==> config.mk <==
export PLATFORM = sky130hd
export DESIGN_NAME = stim_port_decoder
export DESIGN_NICKNAME = d
export VERILOG_FILES = /design/src/rtl/stim_pkg.sv /design/src/rtl/stim_offset_dec.sv /design/src/rtl/stim_gate.sv /design/src/rtl/stim_payload_fmt.sv /design/src/rtl/stim_port_decoder.sv
export SDC_FILE = /design/constraint.sdc
export NUM_CORES = 1
export LEC_CHECK = 0
export BUFFER_PORTS_ARGS = -buffer_cell sky130_fd_sc_hd__buf_2
export CAP_MARGIN = 20
export CELL_PAD_IN_SITES_DETAIL_PLACEMENT = 0
export CELL_PAD_IN_SITES_GLOBAL_PLACEMENT = 2
export CORE_MARGIN = 10
export CORE_UTILIZATION = 24
export DETAILED_ROUTE_END_ITERATION = 12
export GPL_ROUTABILITY_DRIVEN = 0
export PLACE_DENSITY = 0.85
export SYNTH_ARGS = -nofsm -noshare
export SYNTH_HDL_FRONTEND = slang
export SYNTH_SLANG_ARGS = --single-unit
==> constraint.sdc <==
create_clock -name clk -period 0.86 [get_ports clk]
set_clock_uncertainty 0.1 [all_clocks]
set_input_delay 0.172 -clock clk [delete_from_list [all_inputs] [get_ports clk]]
set_output_delay 0.172 -clock clk [all_outputs]
set_load 0.02 [all_outputs]
==> src/rtl/stim_pkg.sv <==
package stim_pkg;

  typedef enum logic [1:0] {
    PKT_DATA = 2'd0,
    PKT_FLAG = 2'd1,
    PKT_TRIG = 2'd2
  } pkt_kind_e;

  typedef struct packed {
    logic      legal;
    pkt_kind_e kind;
    logic      guar;
    logic      tstamp;
    logic      mark;
  } off_info_t;

  // Splits an in-window offset into kind and active-low options.
  function automatic off_info_t classify(input logic [7:0] off);
    off_info_t r;
    r.legal  = (off[2:0] == 3'b000);
    r.kind   = PKT_DATA;
    r.guar   = ~off[7];
    r.tstamp = ~off[3];
    r.mark   = 1'b0;
    unique case (off[6:5])
      2'b00: begin
        r.kind = PKT_DATA;
        r.mark = ~off[4];
      end
      2'b11: r.kind = off[4] ? PKT_TRIG : PKT_FLAG;
      default: r.legal = 1'b0;
    endcase
    return r;
  endfunction

  // Caps a requested log2 width at the native one; flags are one byte.
  function automatic logic [1:0] eff_size(input logic [1:0] req,
                                          input logic [1:0] native,
                                          input pkt_kind_e  kind);
    if (kind == PKT_FLAG) return 2'd0;
    return (req > native) ? native : req;
  endfunction

endpackage

==> src/rtl/stim_offset_dec.sv <==
module stim_offset_dec
  import stim_pkg::*;
(
  input  logic [7:0] off,
  output off_info_t  info
);
  always_comb info = classify(off);
endmodule

==> src/rtl/stim_gate.sv <==
module stim_gate #(
  parameter int NUM_PORTS = 40,
  parameter int CH_W      = 6
) (
  input  logic            wr_valid,
  input  logic            glb_en,
  input  logic [31:0]     chan_mask,
  input  logic [CH_W-1:0] chan,
  input  logic            legal,
  output logic            accept,
  output logic            bad_off,
  output logic            out_range
);
  logic [4:0] grp_bit;

  always_comb begin
    grp_bit   = 5'(chan);
    out_range = (32'(chan) >= NUM_PORTS);
    bad_off   = wr_valid & ~legal;
    accept    = wr_valid & legal & glb_en & ~out_range & chan_mask[grp_bit];
  end
endmodule

==> src/rtl/stim_payload_fmt.sv <==
module stim_payload_fmt
  import stim_pkg::*;
#(
  parameter int NATIVE_LOG2 = 3,
  localparam int NBYTES     = 1 << NATIVE_LOG2
) (
  input  pkt_kind_e           kind,
  input  logic [1:0]          size_in,
  input  logic [NBYTES*8-1:0] data_in,
  output logic [1:0]          size_out,
  output logic [NBYTES*8-1:0] data_out
);
  logic [NBYTES-1:0] keep;

  always_comb size_out = eff_size(size_in, 2'(NATIVE_LOG2), kind);

  for (genvar i = 0; i < NBYTES; i++) begin : g_byte
    assign keep[i] = (i < (32'd1 << size_out));
    assign data_out[i*8 +: 8] = keep[i] ? data_in[i*8 +: 8] : 8'h00;
  end
endmodule

==> src/rtl/stim_port_decoder.sv <==
module stim_port_decoder
  import stim_pkg::*;
#(
  parameter int NUM_PORTS   = 40,
  parameter int CH_W        = 6,
  parameter int NATIVE_LOG2 = 3
) (
  input  logic                        clk,
  input  logic                        rst_n,
  input  logic                        glb_en,
  input  logic [31:0]                 chan_mask,
  input  logic                        wr_valid,
  input  logic [CH_W+7:0]             wr_addr,
  input  logic [1:0]                  wr_size,
  input  logic [(8<<NATIVE_LOG2)-1:0] wr_data,
  output logic                        req_valid,
  output logic [CH_W-1:0]             req_chan,
  output logic [1:0]                  req_kind,
  output logic                        req_guar,
  output logic                        req_tstamp,
  output logic                        req_mark,
  output logic [1:0]                  req_size,
  output logic [(8<<NATIVE_LOG2)-1:0] req_data,
  output logic                        dec_err
);
  localparam int DATA_W = 8 << NATIVE_LOG2;

  off_info_t         info_w;
  logic              accept_w, bad_off_w, out_range_w;
  logic [CH_W-1:0]   chan_w;
  logic [1:0]        size_w;
  logic [DATA_W-1:0] data_w;

  assign chan_w = wr_addr[CH_W+7:8];

  stim_offset_dec u_dec (
    .off  (wr_addr[7:0]),
    .info (info_w)
  );

  stim_gate #(.NUM_PORTS(NUM_PORTS), .CH_W(CH_W)) u_gate (
    .wr_valid  (wr_valid),
    .glb_en    (glb_en),
    .chan_mask (chan_mask),
    .chan      (chan_w),
    .legal     (info_w.legal),
    .accept    (accept_w),
    .bad_off   (bad_off_w),
    .out_range (out_range_w)
  );

  stim_payload_fmt #(.NATIVE_LOG2(NATIVE_LOG2)) u_fmt (
    .kind     (info_w.kind),
    .size_in  (wr_size),
    .data_in  (wr_data),
    .size_out (size_w),
    .data_out (data_w)
  );

  always_ff @(posedge clk or negedge rst_n) begin
    if (!rst_n) begin
      req_valid  <= 1'b0;
      req_chan   <= '0;
      req_kind   <= PKT_DATA;
      req_guar   <= 1'b0;
      req_tstamp <= 1'b0;
      req_mark   <= 1'b0;
      req_size   <= '0;
      req_data   <= '0;
      dec_err    <= 1'b0;
    end else begin
      req_valid <= accept_w;
      dec_err   <= dec_err | bad_off_w;
      if (accept_w) begin
        req_chan   <= chan_w;
        req_kind   <= info_w.kind;
        req_guar   <= info_w.guar;
        req_tstamp <= info_w.tstamp;
        req_mark   <= info_w.mark;
        req_size   <= size_w;
        req_data   <= data_w;
      end
    end
  end


  err_sticky_chk: assert property (@(posedge clk) disable iff (!rst_n)
    dec_err |=> dec_err);


  err_no_req_chk: assert property (@(posedge clk) disable iff (!rst_n)
    bad_off_w |=> !req_valid);


  flag_one_byte_chk: assert property (@(posedge clk) disable iff (!rst_n)
    (req_valid && req_kind == PKT_FLAG) |-> (req_size == 2'd0 && !req_mark));


  chan_range_chk: assert property (@(posedge clk) disable iff (!rst_n)
    out_range_w |=> !req_valid);


  glb_gate_chk: assert property (@(posedge clk) disable iff (!rst_n)
    req_valid |-> $past(glb_en && wr_valid));


  size_cap_chk: assert property (@(posedge clk) disable iff (!rst_n)
    req_valid |-> (32'(req_size) <= NATIVE_LOG2));


  kind_code_chk: assert property (@(posedge clk) disable iff (!rst_n)
    req_valid |-> (req_kind != 2'b11));
endmodule

==> flow_metrics.py, run 1 <==
metrics = {
    "die": {
        "die_y_um": 145,
        "initial_core_util": 0.245,
        "ioPinCount": 195,
        "rows": 45,
        "design.core.area_um2": 15300,
        "die_w_um": 145,
        "die_area_um2": 21000,
    },
    "timing": {
        "setup_tns_ns": -115.36,
        "hold_violations": 9,
        "period_share": 2.49,
        "setup_ws_ns": -1.28,
        "setup_violations": 158,
        "worst_slew_pin_slew_ns": 0.236,
        "report.final.slew_viol_count": 0,
        "rsz0062_at_grt": "yes",
        "fin_crit_ns": 2.14,
        "relSlewSlack": 0.843,
        "holdWs_ns": -0.0332,
        "fmax_mhz": 467,
    },
    "run_status": {
        "outcome": "finished, violations left",
        "violations": "negative hold slack, negative setup slack",
    },
    "run": {
        "maxCapViolCount": 0,
    },
    "synth": {
        "ys_seq_elements": 79,
        "async_flop_share": 1.00,
        "syn_area_um2": 3740,
        "synth_cell_types": 29,
        "synth_edf_count": 0,
        "yosysSeqAreaShare": 0.528,
        "synthCells": 335,
        "synthTopCellsByArea": "dfrtp_1 53%, mux2i_1 18%, inv_1 6.4%",
        "syn-num-nets": 453,
        "synth_top_area_cell": "dfrtp_1",
        "synthFlopType": "dfrtp_1",
        "synthTopCellsByCount": "79 x dfrtp_1, 66 x mux2i_1, 64 x inv_1",
        "syn_avg_cell_area_um2": 11.2,
        "synth.most_common_cell": "dfrtp_1",
        "synth_top_area_frac": 0.528,
        "ys_warn_count": 0,
    },
    "power_and_ir_drop": {
        "power_density_nw_per_um2": 1950,
        "p_leak_nw": 4.04,
        "peakVddDrop_uv": 825,
    },
    "grt": {
        "grt_remaining_overflow": 0,
        "antenna_found_initial": 0,
        "grt_pass1_wl_um": 20500,
        "grt_max_degree": 43,
        "track_usage": 0.124,
        "grt_pass1_vias": 4064,
    },
    "min_path": {
        "hp-start": "wr_data[7]",
        "hold_class": "primary input to register",
        "worstHoldEndpoint": "req_data[7]",
        "hold_depth": 2,
    },
    "routing": {
        "dr.pass1.iters": 4,
        "drc": 0,
        "postRouteAntennaNets": 0,
        "first_iter_violations": 110,
        "wl_per_cell_um": 15.1,
        "vias_per_cell": 4.08,
        "num_vias": 3521,
        "wl_um": 13000,
    },
    "placed_design": {
        "hpwl_um": 9510,
        "io_buffers": 194,
        "postPlaceCellArea_um2": 5250,
    },
    "finish": {
        "fin_area_um2": 7050,
        "fin_util": 0.462,
        "drive_above_1_share": 0.464,
        "syn_to_final_growth_pct": 88.3,
        "num-fill-cells": 1408,
        "layout.nets": 766,
        "antenna_cells": 0,
        "seqCellArea_um2": 1980,
        "multi_input_area_um2": 1500,
    },
    "worst_setup_path": {
        "worst_ep_required_time_ns": 0.98,
        "r2r_cells": 3,
        "worstReg2RegEnd": "req_data[7]",
        "startpoint_type": "primary input",
        "arrival_ns": 2.26,
        "ff2ff_setup_slack_ns": -0.25,
        "worstReg2RegStart": "req_data[7]",
        "worstSetupPathType": "primary input to register",
        "end_kind": "register",
        "crit_fanout": 8,
    },
    "clock_tree": {
        "clk_path_buf_depth": 2,
        "cts_root_buffer": "clkbuf_16",
        "path_clk_slew_ns": 0.06,
        "cts.sinks": 79,
        "cts_tree": "done",
        "hold_buffers": 61,
        "htreeDepth": 3,
        "insertion_delay_ns": 0.33,
        "cts_made_buffers": 9,
    },
}
-- registers in the layout, indices dropped and copies added, names as in the netlist --
signal / count
dec_err: 1
req_kind: 2
req_chan: 6
req_valid: 1
req_data: 64
req_mark: 1
req_guar: 1
req_tstamp: 1
req_size: 2
-- timing repair --
item,in CTS,in global routing
endpoints found under the setup margin,158,158
pin swaps,3,2
endpoints found under the hold margin,148,9
gates cloned,1,0
buffers inserted,19,18
resized for setup,171,2
-- kinds of logic after synthesis --
| group | count (synthesis) | synth area share |
|---|---|---|
| muxes | 87 | 0.258 |
| buffers and inverters | 81 | 0.0943 |
| and+or+nand+nor | 79 | 0.0963 |
| DFF | 79 | 0.528 |
| AOI/OAI and AO/OA | 7 | 0.0167 |
| adders and majority gates | 2 | 0.00669 |
-- metal layers --
| metal | vias up | global-route usage | share of wire |
|---|---|---|---|
| met5 | - | 0 | 0 |
| met4 | 0 | 0.0532 | 0.024 |
| met3 | 21 | 0.0499 | 0.079 |
| met2 | 120 | 0.214 | 0.51 |
| met1 | 1694 | 0.132 | 0.39 |
| li1 | 1686 | - | - |
-- how the worst max path moves through the flow --
| stage | from | end | slack [ns] |
|---|---|---|---|
| after detailed placement | wr_addr[6] | req_data[45] | -1.74 |
| final | wr_addr[6] | req_chan[0] | -1.28 |
| after global routing | wr_addr[6] | req_chan[1] | -1.31 |
| after CTS | wr_addr[6] | req_chan[0] | -1.28 |
| after global placement | wr_addr[6] | req_data[51] | -1.67 |
| after floorplan | wr_addr[8] | req_chan[0] | -1.42 |
-- power breakdown --
| part | switching (mW) | internal [mW] | total (mW) |
|---|---|---|---|
| Combinational | 2.07 | 2.59 | 4.66 |
| Clock | 1.46 | 2.70 | 4.16 |
| Sequential | 0.528 | 4.41 | 4.94 |
-- through the flow --
step                worst slack [ns]  cells  total power, mW  hold WS [ns]
finish                         -1.28    864             13.8       -0.0332
global route                   -1.31    864             14.5       -0.0475
CTS                            -1.28    846             13.8       -0.0524
detailed placement             -1.74    749             8.09        0.0789
global placement               -1.67    749             7.98        0.0685
floorplan                      -1.42    335             6.56        -0.224
-- cell type report --
class                      instances  share of cell area
sequential                        79               0.281
clock buffer                      13              0.0369
inverter                          64              0.0359
tap                              211              0.0375
clock inverter                     3             0.00923
timing repair buffer             319               0.388
multi-input combinational        175               0.212
-- worst max-delay path, stage by stage --
cell,delay [ns]
buf_12,0.11
inv_12,0.04
ha_4,0.18
or4_4,0.41
or3b_4,0.40
a41oi_4,0.22
nand4_4,0.16
buf_12,0.18
buf_6,0.12
mux2_2,0.25
-- placed cells by master, fill, tap and decap left out, types with 3 or more instances in the layout --
master / netlist / final
nand2b_1: 4 / 4
buf_4: 5 / 52
mux4_2: 6 / 6
inv_1: 64 / 62
mux2i_1: 66 / 64
buf_2: 0 / 112
nor2b_1: 3 / 3
dfrtp_1: 79 / 79
clkbuf_16: 0 / 9
nor2_1: 3 / 3
buf_6: 4 / 83
dlygate4sd3_1: 0 / 61
mux2_2: 6 / 3
mux2_4: 0 / 12
buf_12: 0 / 9
nand2_1: 61 / 61
Note: power is estimated with default switching activity, not from simulation.
==> inputs of run 2 (changes only) <==
--- a/config.mk
+++ b/config.mk
@@ -10,10 +10,10 @@
 export CELL_PAD_IN_SITES_DETAIL_PLACEMENT = 0
 export CELL_PAD_IN_SITES_GLOBAL_PLACEMENT = 2
 export CORE_MARGIN = 10
-export CORE_UTILIZATION = 24
+export CORE_UTILIZATION = 28
 export DETAILED_ROUTE_END_ITERATION = 12
 export GPL_ROUTABILITY_DRIVEN = 0
-export PLACE_DENSITY = 0.85
+export PLACE_DENSITY_LB_ADDON = 0.25
 export SYNTH_ARGS = -nofsm -noshare
 export SYNTH_HDL_FRONTEND = slang
 export SYNTH_SLANG_ARGS = --single-unit
==> constraint.sdc (replaced) <==
create_clock -name clk -period 2.75 [get_ports clk]
set_clock_uncertainty 0.1 [all_clocks]
set_input_delay 0.55 -clock clk [delete_from_list [all_inputs] [get_ports clk]]
set_output_delay 0.55 -clock clk [all_outputs]
set_load 0.02 [all_outputs]
==> run 2 against run 1 <==
- the flow now finishes without violations
- routed wire length down 12%
- sequential share of layout area grew 8.9 points
- cell area decreased by 24%
- sequential power decreased by 70%
- first-iteration DRC count up 9.1%
- clock-buffer cell count fell by 2
- critical path type unchanged
- highest routed layer is now met5
==> flow_metrics.py, run 2 (synthesis results as in run 1) <==
metrics = {
    "run_status": {
        "outcome": "finished, final reports clean",
    },
    "finish": {
        "drive_above_1_share": 0.445,
        "syn_to_final_growth_pct": 43.0,
        "largestRegisters": "req_data: 64 flops, req_chan: 6 flops",
        "fin_area_um2": 5350,
        "largest_reg_flops": 64,
        "num-fill-cells": 1343,
        "final_cell_mix": "193 x buf_2, 79 x dfrtp_1, 66 x mux2i_1, 64 x inv_1, 61 x nand2_1",
        "antenna_cells": 0,
        "layout.nets": 663,
        "regMostFlops": "req_data",
        "layout.cells.most_common": "buf_2",
    },
    "routing": {
        "postRouteAntennaNets": 0,
        "wl_per_cell_um": 15.8,
        "first_iter_violations": 120,
        "drc": 0,
        "vias_per_cell": 4.17,
        "wl_um": 11500,
        "dr.pass1.iters": 4,
        "num_vias": 3025,
    },
    "clock_tree": {
        "cts.sinks": 79,
        "insertion_delay_ns": 0.33,
        "cts_tree": "done",
        "cts_resized": 0,
        "hold_buffers": 0,
        "htreeDepth": 3,
        "cts_root_buffer": "clkbuf_16",
        "cts_made_buffers": 9,
        "path_clk_slew_ns": 0.06,
        "clk_path_buf_depth": 2,
        "post_cts_buffers": 0,
    },
    "timing": {
        "fmax_mhz": 380,
        "worst_slew_pin_slew_ns": 0.519,
        "relSlewSlack": 0.654,
        "rsz0062_at_grt": "no",
        "period_share": 0.958,
        "setup_tns_ns": 0,
        "hold_violations": 0,
        "setup_violations": 0,
        "report.final.slew_viol_count": 0,
        "fin_crit_ns": 2.63,
    },
    "worst_setup_path": {
        "arrival_ns": 2.74,
        "startpoint_type": "primary input",
        "worst_ep_required_time_ns": 2.86,
        "end_kind": "register",
        "worstSetupPathType": "primary input to register",
        "crit_fanout": 25,
    },
    "die": {
        "initial_core_util": 0.284,
        "die_area_um2": 18400,
        "ioPinCount": 195,
        "rows": 42,
        "design.core.area_um2": 13200,
        "die_w_um": 136,
        "die_y_um": 136,
    },
    "grt": {
        "grt_pass1_vias": 3255,
        "grt_remaining_overflow": 0,
        "grt_pass1_wl_um": 17800,
        "antenna_found_initial": 1,
        "track_usage": 0.124,
        "grt_max_degree": 43,
    },
    "power_and_ir_drop": {
        "peakVddDrop_uv": 244,
        "power_density_nw_per_um2": 693,
        "p_leak_nw": 3.29,
    },
    "placed_design": {
        "postPlaceCellArea_um2": 5040,
        "io_buffers": 194,
        "hpwl_um": 9100,
    },
    "run": {
        "maxCapViolCount": 0,
    },
    "min_path": {
        "hold_class": "primary input to async pin",
    },
}
-- run 2: area by class of cell --
cell class	count	area, um2	area share
timing repair buffer	216	1190	0.222
tap	176	220	0.0411
inverter	64	240	0.0449
sequential	79	1980	0.369
multi-input combinational	175	1410	0.264
clock inverter	5	81.3	0.0152
clock buffer	11	233	0.0435
-- run 2: worst paths after layout --
kind | startpoint | endpoint | slack, ns | cells after the start
max | wr_addr[5] | req_data[35] | 0.12 | 10
min in group clk | wr_addr[7] | req_guar | 0.28 | 2
min | rst_n | req_data[30] | 0.08 | 1
max in group asynchronous | rst_n | req_data[44] | 1.83 | 2
min reg2reg | dec_err | dec_err | 0.36 | 1
max reg2reg | req_data[4] | req_data[4] | 1.86 | 1
-- run 2: report_power, final --
part           total, mW  switching (mW)  internal (mW)
combinational      0.946           0.582          0.364
sequential          1.49           0.108           1.38
clock               1.28           0.480          0.798
total               3.71            1.17           2.54
-- run 2: critical path: stages --
cell	delay, ns
buf_2	0.09
inv_1	0.04
ha_1	0.27
or4_1	0.43
or3b_1	0.39
a41oi_2	0.25
nand4_4	0.14
buf_12	0.19
buf_4	0.23
mux2i_1	0.15
-- run 2: through the flow --
stage	instances	total power, mW	util	hold slack (ns)	setup slack, ns
after detailed placement	710	2.48	0.382	0.339	-0.246
final	726	3.71	0.406	0.0802	0.116
after global placement	710	2.46	0.382	0.343	-0.181
after global routing	726	3.92	0.406	0.119	0.00833
after floorplan	335	2.03	-	0.154	0.0423
after CTS	726	3.78	0.406	0.0928	0.121
-- run 2: layer usage --
layer	GRT usage	vias to the layer above	share of wire
li1	-	1483	-
met1	0.150	1419	0.43
met2	0.197	103	0.48
met3	0.0367	18	0.068
met4	0.0580	2	0.022
met5	0	-	0.0011
==> inputs of run 3 (changes only) <==
--- a/config.mk
+++ b/config.mk
@@ -5,12 +5,13 @@
 export SDC_FILE = /design/constraint.sdc
 export NUM_CORES = 1
 export LEC_CHECK = 0
+export ABC_AREA = 1
 export BUFFER_PORTS_ARGS = -buffer_cell sky130_fd_sc_hd__buf_2
 export CAP_MARGIN = 20
 export CELL_PAD_IN_SITES_DETAIL_PLACEMENT = 0
 export CELL_PAD_IN_SITES_GLOBAL_PLACEMENT = 2
 export CORE_MARGIN = 10
-export CORE_UTILIZATION = 28
+export CORE_UTILIZATION = 24
 export DETAILED_ROUTE_END_ITERATION = 12
 export GPL_ROUTABILITY_DRIVEN = 0
 export PLACE_DENSITY_LB_ADDON = 0.25
==> constraint.sdc (replaced) <==
create_clock -name clk -period 3 [get_ports clk]
set_clock_uncertainty 0.1 [all_clocks]
set_input_delay 0.6 -clock clk [delete_from_list [all_inputs] [get_ports clk]]
set_output_delay 0.6 -clock clk [all_outputs]
set_load 0.02 [all_outputs]
==> run 3 against run 2 <==
- worst hold slack improved by 0.069 ns
- first-iteration DRC count is 51% higher
- clock power shrank 8%
- sequential power is 20% lower
- flip-flop and latch count stayed put
- setup slack better by 0.80 ns
- area after synthesis grew 10%
- global-route usage grew 1.1 points
- via count grew 41%
- non-clock buffer count down 10
- routed wire length increased by 36%
- highest routed layer is now met4
==> flow_metrics.py, run 3 <==
metrics = {
    "grt": {
        "grt_remaining_overflow": 0,
        "grt_pass1_wl_um": 24200,
        "grt_pass1_vias": 4411,
        "antenna_found_initial": 1,
        "grt_max_degree": 78,
        "track_usage": 0.134,
    },
    "timing": {
        "worst_slew_pin_slew_ns": 0.698,
        "fmax_mhz": 479,
        "relSlewSlack": 0.533,
        "hold_violations": 0,
        "setup_violations": 0,
        "period_share": 0.696,
        "report.final.slew_viol_count": 0,
        "rsz0062_at_grt": "no",
        "setup_tns_ns": 0,
        "fin_crit_ns": 2.09,
    },
    "finish": {
        "layout.nets": 853,
        "drive_above_1_share": 0.308,
        "final_cell_mix": "193 x nand2_1, 193 x buf_2, 79 x dfrtp_1, 76 x nand4_1, 69 x inv_1",
        "largestRegisters": "req_data: 64 flops, req_chan: 6 flops",
        "antenna_cells": 0,
        "num-fill-cells": 1863,
        "syn_to_final_growth_pct": 35.5,
        "regMostFlops": "req_data",
        "largest_reg_flops": 64,
    },
    "die": {
        "die_y_um": 151,
        "die_w_um": 151,
        "initial_core_util": 0.247,
        "ioPinCount": 195,
        "design.core.area_um2": 16700,
        "die_area_um2": 22900,
        "rows": 47,
    },
    "clock_tree": {
        "htreeDepth": 3,
        "clk_path_buf_depth": 2,
        "cts.sinks": 79,
        "cts_root_buffer": "clkbuf_16",
        "hold_buffers": 0,
        "insertion_delay_ns": 0.34,
        "post_cts_buffers": 0,
        "path_clk_slew_ns": 0.06,
        "cts_resized": 0,
        "cts_tree": "done",
        "cts_made_buffers": 9,
    },
    "synth": {
        "synth.most_common_cell": "nand2_1",
        "synthTopCellsByCount": "193 x nand2_1, 79 x dfrtp_1, 76 x nand4_1",
        "synth_edf_count": 0,
        "syn_avg_cell_area_um2": 7.40,
        "ys_seq_elements": 79,
        "synth_top_area_frac": 0.478,
        "synth_cell_types": 21,
        "synth_top_area_cell": "dfrtp_1",
        "ys_warn_count": 0,
        "synthTopCellsByArea": "dfrtp_1 48%, nand2_1 18%, nand4_1 12%",
        "async_flop_share": 1.00,
        "synthFlopType": "dfrtp_1",
        "syn_area_um2": 4130,
        "yosysSeqAreaShare": 0.478,
        "syn-num-nets": 676,
        "synthCells": 558,
    },
    "worst_setup_path": {
        "worst_ep_required_time_ns": 3.18,
        "cp-startpoint": "wr_addr[8]",
        "crit_fanout": 38,
        "worstReg2RegStart": "dec_err",
        "arrival_ns": 2.27,
        "startpoint_type": "primary input",
        "end_kind": "register",
        "worstSetupPathType": "primary input to register",
    },
    "power_and_ir_drop": {
        "peakVddDrop_uv": 246,
        "total_power_mw": 2.91,
        "power_density_nw_per_um2": 519,
        "p_leak_nw": 3.49,
    },
    "routing": {
        "drc": 0,
        "postRouteAntennaNets": 0,
        "wl_per_cell_um": 16.2,
        "vias_per_cell": 4.44,
        "first_iter_violations": 181,
        "num_vias": 4262,
        "dr.pass1.iters": 4,
        "wl_um": 15600,
    },
    "placed_design": {
        "hpwl_um": 11300,
        "io_buffers": 194,
    },
    "run_status": {
        "outcome": "finished, final reports clean",
    },
    "run": {
        "maxCapViolCount": 0,
    },
    "min_path": {
        "hold_class": "primary input to async pin",
    },
}
==> run 3: worst paths after layout <==
| kind | end | slack, ns | cells after the start |
|---|---|---|---|
| worst min-delay path | req_chan[0] | 0.15 | 1 |
| worst max register to register | dec_err | 2.26 | 1 |
| worst min register to register | req_data[13] | 0.37 | 2 |
| max in group asynchronous | req_data[9] | 2.00 | 2 |
| min in group clk | req_data[13] | 0.37 | 2 |
| worst max-delay path | req_data[31] | 0.91 | 12 |
==> run 3: per-layer routing <==
metal / vias up / GRT usage / wire, um
met3: 14 / 0.0510 / 1330
met1: 1995 / 0.165 / 6760
met4: 0 / 0.0390 / 200
met5: - / 0 / 0
li1: 2121 / - / -
met2: 132 / 0.215 / 7270
==> run 3: area by class of cell <==
class                      instances  area, um2  area share
clock buffer                      10        229      0.0409
clock inverter                     6       85.1      0.0152
inverter                          72        273      0.0487
multi-input combinational        367       1670       0.298
sequential                        79       1980       0.353
tap                              220        275      0.0492
timing repair buffer             206       1090       0.194
==> run 3: critical path, cell delays in order <==
cell	delay [ns]
buf_2	0.29
inv_4	0.14
nand2_1	0.10
nand3_1	0.07
nand3_1	0.09
nand3b_1	0.10
nand2_1	0.09
inv_2	0.06
nand3_4	0.13
buf_4	0.40
nand2_1	0.10
nand2_1	0.08
==> run 3: logic make-up (layout without fill, tap and decap cells) <==
logic type	count (synthesis)	count (layout)	synth area share
AND/OR/NAND/NOR	362	362	0.388
buffers and inverters	112	294	0.121
flip-flops	79	79	0.478
AO/OA/AOI/OAI	3	3	0.00576
adder cells (fa/ha/maj)	2	2	0.00606
==> run 3: through the flow <==
stage          setup WS [ns]  hold WS [ns]  instances  utilization  area [um2]
2_1_floorplan          0.935         0.204        558            -        4130
3_3_place_gp           0.577         0.348        944        0.316        5280
3_5_place_dp           0.530         0.351        944        0.316        5280
4_1_cts                0.893         0.165        960        0.335        5600
5_1_grt                0.657         0.180        960        0.335        5600
6_report               0.911         0.149        960        0.335        5600
==> run 3: where the power goes <==
group / switching, mW / leakage (nW) / internal, mW
Clock: 0.453 / 0.148 / 0.726
Sequential: 0.0439 / 1.08 / 1.15
Combinational: 0.355 / 2.26 / 0.183
Total: 0.851 / 3.49 / 2.05
